<file path="src/rtl/dma_req_hold.sv">
module dma_req_hold #(
  parameter int NCH = 4,
  parameter int AW  = 16
) (
  input  logic             clk,
  input  logic             rst_n,
  input  logic [NCH-1:0]   dreq,
  input  logic             hlda,
  input  logic             wr_en,
  input  logic [3:0]       wr_addr,
  input  logic [7:0]       wr_data,
  output logic             hrq,
  output logic             bus_own,
  output logic [NCH-1:0]   grant,
  output logic [AW-1:0]    svc_addr,
  output logic [1:0]       svc_mode
);
  localparam int CW = $clog2(NCH);
  localparam logic [3:0] RG_CMD   = 4'd4;
  localparam logic [3:0] RG_MSK1  = 4'd5;
  localparam logic [3:0] RG_MODE  = 4'd6;
  localparam logic [3:0] RG_CLRP  = 4'd7;
  localparam logic [3:0] RG_MSKA  = 4'd8;

  logic [NCH-1:0] mask_q;
  logic           dis_q;
  logic           ptr_q;
  logic           hrq_q;
  logic [NCH-1:0] grant_q;
  logic [AW-1:0]  addr_q [NCH];
  logic [1:0]     mode_q [NCH];
  logic [NCH-1:0] valid, pick;

  wire wr_ok = wr_en & ~hlda;
  wire [CW-1:0] sel_ch = wr_data[CW-1:0];

  assign valid   = dreq & ~mask_q & {NCH{~dis_q}};
  assign hrq     = hrq_q;
  assign grant   = grant_q;
  assign bus_own = |grant_q;

  always_comb begin
    pick = '0;
    for (int i = NCH - 1; i >= 0; i--)
      if (valid[i]) begin
        pick    = '0;
        pick[i] = 1'b1;
      end
  end

  always_comb begin
    svc_addr = '0;
    svc_mode = '0;
    for (int i = 0; i < NCH; i++)
      if (grant_q[i]) begin
        svc_addr = addr_q[i];
        svc_mode = mode_q[i];
      end
  end

  always_ff @(posedge clk) begin
    if (!rst_n) begin
      hrq_q   <= 1'b0;
      grant_q <= '0;
    end else begin
      hrq_q <= |valid;
      if (!hlda)
        grant_q <= '0;
      else if (grant_q == '0 && hrq_q)
        grant_q <= pick;
    end
  end

  always_ff @(posedge clk) begin
    if (!rst_n) begin
      mask_q <= '1;
      dis_q  <= 1'b0;
      ptr_q  <= 1'b0;
    end else if (wr_ok) begin
      if (wr_addr < 4'(NCH))
        ptr_q <= ~ptr_q;
      case (wr_addr)
        RG_CMD:  dis_q  <= wr_data[2];
        RG_MSK1: mask_q[sel_ch] <= wr_data[2];
        RG_CLRP: ptr_q  <= 1'b0;
        RG_MSKA: mask_q <= wr_data[NCH-1:0];
        default: ;
      endcase
    end
  end

  for (genvar g = 0; g < NCH; g++) begin : g_ch
    always_ff @(posedge clk) begin
      if (!rst_n) begin
        addr_q[g] <= '0;
        mode_q[g] <= 2'b00;
      end else if (wr_ok) begin
        if (wr_addr == 4'(g)) begin
          if (ptr_q) addr_q[g][AW-1:8] <= wr_data[AW-9:0];
          else       addr_q[g][7:0]    <= wr_data;
        end
        if (wr_addr == RG_MODE && sel_ch == CW'(g) && wr_data[3:2] != 2'b11)
          mode_q[g] <= wr_data[3:2];
      end
    end
  end
endmodule

</file>
<file path="config.mk">
export PLATFORM = sky130hd
export DESIGN_NAME = dma_req_hold
export DESIGN_NICKNAME = d
export VERILOG_FILES = /design/src/rtl/dma_req_hold.sv
export SDC_FILE = /design/constraint.sdc
export NUM_CORES = 1
export LEC_CHECK = 0
export BUFFER_PORTS_ARGS = -buffer_cell sky130_fd_sc_hd__clkbuf_2
export CORE_MARGIN = 2
export CORE_UTILIZATION = 62
export CTS_CLUSTER_SIZE = 12
export DETAILED_ROUTE_END_ITERATION = 16
export PLACE_DENSITY = 0.84
export REMOVE_ABC_BUFFERS = 1
export SLEW_MARGIN = 20
export SYNTH_ARGS = -nofsm -noshare
export SYNTH_HDL_FRONTEND = slang
export SYNTH_SLANG_ARGS = --single-unit
</file>
<file path="constraint.sdc">
create_clock -name clk -period 3.5 [get_ports clk]
set_input_delay 0.175 -clock clk [delete_from_list [all_inputs] [get_ports clk]]
set_output_delay 0.175 -clock clk [all_outputs]
set_load 0.01 [all_outputs]
</file>
==> impl.org <==
** CTS
- The clock net in this run drives a total of 83 sinks.
- The clock tree synthesis step divided the H-tree into 3 levels.
- CTS placed an instance of clkbuf_8 at the clock tree root.
- For the worst-skew pair, the clock arrives at the later sink with an insertion delay of 0.36 ns.
- Clock buffer depth :: 2
- After clock tree synthesis, the flow added hold-fix buffers numbering 0.
- Reg clk slew, reported paths :: approximately 0.09 ns
- TritonCTS created 9 clock buffers.
- Post-CTS timing repair inserted 0 buffers for setup.
- CTS tree :: yes
- Once the clock tree was built, the resizer swapped 0 gates to a different size.

** Place
- Count of input and output buffers :: 43
- After detailed placement, the design holds a cell count of 437.
- At the end of routability-driven placement, the weighted congestion stood at between 0.7 and 0.8.
- The wire-length estimate of the detail-placed layout is slightly below 6000 um.
- Summing all placed instances gives a cell area of 4093 um^2.

** Logic synthesis
- Share of flip-flops with an asynchronous set or reset :: 0%
- Number of distinct standard cells referenced by the synthesized netlist :: 39
- Synthesis inferred 83 register bits.
- Synth Instances :: about 330
- Most used standard cell by instance count after synthesis :: edfxtp_1
- Ranked by instance count, the synthesized netlist is headed by edfxtp_1 (72), and2_1 (56), nor2_1 (28).
- In this run the mean area of a mapped cell was approximately 11 um^2.
- For this run, the register share of the synthesized area comes to between 60% and 70%.
- edfxtp_1 takes more of the synthesized area than any other cell.
- Fraction of synthesized cell area taken by the top area cell type :: between 50% and 60%
- In the synthesized netlist the dominant register cell turns out to be edfxtp_1.
- Post-synth EDFFs :: 72
- The mapped netlist covers 3830 um^2.
- Ranked by total cell area, the synthesized netlist is headed by edfxtp_1 (56%), and2_1 (9.1%), dfxtp_1 (5.7%), a21oi_1 (2.7%), nor2_1 (2.7%).
- Yosys warnings :: 0

** Global routing
- Gr ovfl total :: 0
- Largest net degree at the start of global routing :: 23
- The first global-routing pass estimated approximately 13,000 um of wire.
- Global routing used ~6.5% of the available met3 tracks.
- The via count of the first global-routing pass was between 2,000 and 3,000.
- Global-route layer with the greatest usage :: met2
- Met1 track demand over resource :: between 30% and 40%
- Global routing used between 20 and 30% of the available tracks.
- For this run, global-route usage on met2 was measured as 41.53%.
- The initial antenna violation count came to 0.

** Final layout
- Number of nets at the end of the flow :: around 390
- Synth-to-layout area growth :: 13.39%
- Filler instances :: around 430
- Share of cells above drive strength 1 :: roughly a fifth
- The count of cells in the finished layout, fillers not included, comes to around 450.
- The repair_antennas step left the layout with diodes totalling 0.
- Final design area excluding fillers :: approximately 4300 um^2

** Floorplanning
- Die width :: between 80 and 90 um
- In this run the core area contains 28 standard-cell rows.
- 44 I/O pins were placed.
- Core Region :: roughly 6000 um^2
- Measured along the y axis, the die boundary spans approximately 83 um.
- For this configuration, the core starts out at a cell density of between 60% and 70%.
- The die covers 6822 um^2.

** Timing
- In this run the tightest slew margin relative to its limit is between 30% and 40%.
- The final critical path takes up roughly three quarters of the cycle.
- On the final layout, the worst clock skew is roughly 0.0086 ns.
- Final Critical Period :: between 2 and 3 ns
- Final Hold Slack :: between 0.1 and 0.15 ns
- RSZ-0062 raised after global routing :: no
- The final count of hold timing violations is 0.
- Worst Tran Pin Value :: 1.021 ns
- Sum of negative setup slack :: 0 ns
- Max-slew violation total from the final report :: 0
- Maximum achievable frequency :: around 380 MHz
- Setup violations remaining at the end of the flow were counted as 0.

** Route
- Detailed-route wire length per cell :: about 19 um
- For this block, the routed nets add up to between 8000 and 9000 um of wire.
- In the routed design, unresolved DRC markers number 0.
- Antenna-violating nets left :: 0
- Count of TritonRoute iterations in the first routing pass :: 5
- Starting DRT DRC Count :: 358
- In the routed layout, each cell is associated on average with a via count of between 6 and 7.
- Total via count in the routed design :: 2,822

** Run status
- Outcome :: finished clean

** Worst hold path
- Worst hold path class :: primary input to flip-flop

** Worst setup path
- Classification of the worst setup path :: flip-flop to primary output
- Crit path required time :: around 3.3 ns
- The signal on the critical path passes through inv_1 > nand2_1 > o22ai_1 > a21oi_1 > clkbuf_2.
- In this design, the stage delay of the slowest critical-path cell is approximately 0.75 ns.
- Arrival time of data at the critical path endpoint :: approximately 2.4 ns
- Crit Path Max Fanout :: 19
- Nature of the critical path startpoint :: flip-flop
- Slowest stage cell on the critical path :: dfxtp_1
- In this run the register-to-register setup slack is 1.34 ns.
- STA classifies the critical path endpoint as a primary output.

** Pwr
- Worst ir drop on vdd :: around 250 uV
- Leak :: between 1.5 and 2 nW
- For this design the ratio of total power to cell area is between 400 and 500 nW/um^2.

** Flow run
- Max_cap viols :: 0
[cells in the final DEF, fill, tap and decap left out, types with 2 or more instances in the layout]
| master | count |
|---|---|
| inv_1 | 4 |
| clkbuf_8 | 10 |
| clkinv_4 | 2 |
| o21ai_1 | 2 |
| or3b_2 | 2 |
| edfxtp_1 | 72 |
| nor2_1 | 28 |
| nor4_1 | 2 |
| clkbuf_2 | 43 |
| o21ba_2 | 2 |
| nand3_1 | 2 |
| a221oi_1 | 7 |
| nand3b_1 | 2 |
| nor3_1 | 13 |
| a311oi_1 | 2 |
| nor3b_1 | 2 |
| nor2b_1 | 4 |
| nand2b_1 | 7 |
| o22ai_1 | 11 |
| buf_4 | 5 |
| nand2_1 | 17 |
| a22oi_1 | 11 |
| bufinv_16 | 3 |
| a21oi_1 | 21 |
| o21ai_0 | 12 |
| o31ai_1 | 10 |
| dfxtp_1 | 11 |
| nor4b_1 | 2 |
| and2_1 | 56 |
[metrics by stage]
stage | utilization, % | power [mW] | setup slack [ns]
after CTS | 72.92 | 2.050 | 0.9298
final | 72.92 | 2.041 | 0.9001
after global routing | 72.92 | 2.100 | 0.7220
after floorplan | - | 1.176 | 1.503
after detailed placement | 68.72 | 1.228 | 1.254
after global placement | 68.72 | 1.223 | 1.314
[logic make-up after synthesis]
kind of cell           count (synthesis)  share of synthesized area [%]
and+or+nand+nor                      146                          21.50
DFF                                   83                          62.20
AOI/OAI and AO/OA                     80                          13.46
buffers and inverters                 24                          2.580
muxes                                  1                         0.2614
[layout make-up]
| class | instances | area (um^2) | share of cell area, % |
|---|---|---|---|
| flip-flops and latches | 83 | 2382 | 54.85 |
| clock inverters | 6 | 112.6 | 2.593 |
| multi-input cells | 227 | 1349 | 31.06 |
| well taps | 75 | 93.84 | 2.161 |
| repair buffers | 48 | 252.7 | 5.820 |
| inverters | 4 | 15.01 | 0.3457 |
| clock buffers | 10 | 137.6 | 3.169 |
[layer usage]
layer	wire length, um	vias to the layer above
met5	0	-
met4	175	0
met3	775	12
met2	3996	151
met1	3486	1341
li1	-	1318
[flip-flops by register name (all words and copies together) (netlist names)]
name,flops
ptr_q,1
mode_q,8
dis_q,1
hrq,1
grant,4
addr_q,64
mask_q,4
[where the power goes]
| part | leakage (nW) | switching [mW] | internal (mW) |
|---|---|---|---|
| sequential | 0.800 | 0.0127 | 1.11 |
| clock | 0.126 | 0.340 | 0.494 |
| combinational | 0.657 | 0.0610 | 0.0228 |
| total | 1.58 | 0.414 | 1.63 |
[critical path: cells and delay by family (launching register included)]
family,cells,cell delay [ns]
buf+inv,2,0.55
simple gates,1,0.42
compound gates,2,0.34
flops,1,0.75
[final timing paths]
kind | start | endpoint | cells past startpoint
setup / recovery | grant[3]$_SDFFE_PN0P_ | svc_addr[2] | 5
hold / removal | dreq[3] | hrq$_SDFF_PN0_ | 3
setup reg to reg | grant[1]$_SDFFE_PN0P_ | grant[2]$_SDFFE_PN0P_ | 4
hold reg to reg | mask_q[3]$_SDFFE_PN1P_ | mask_q[3]$_SDFFE_PN1P_ | 2
No activity file was read; power rests on OpenSTA's default activity.
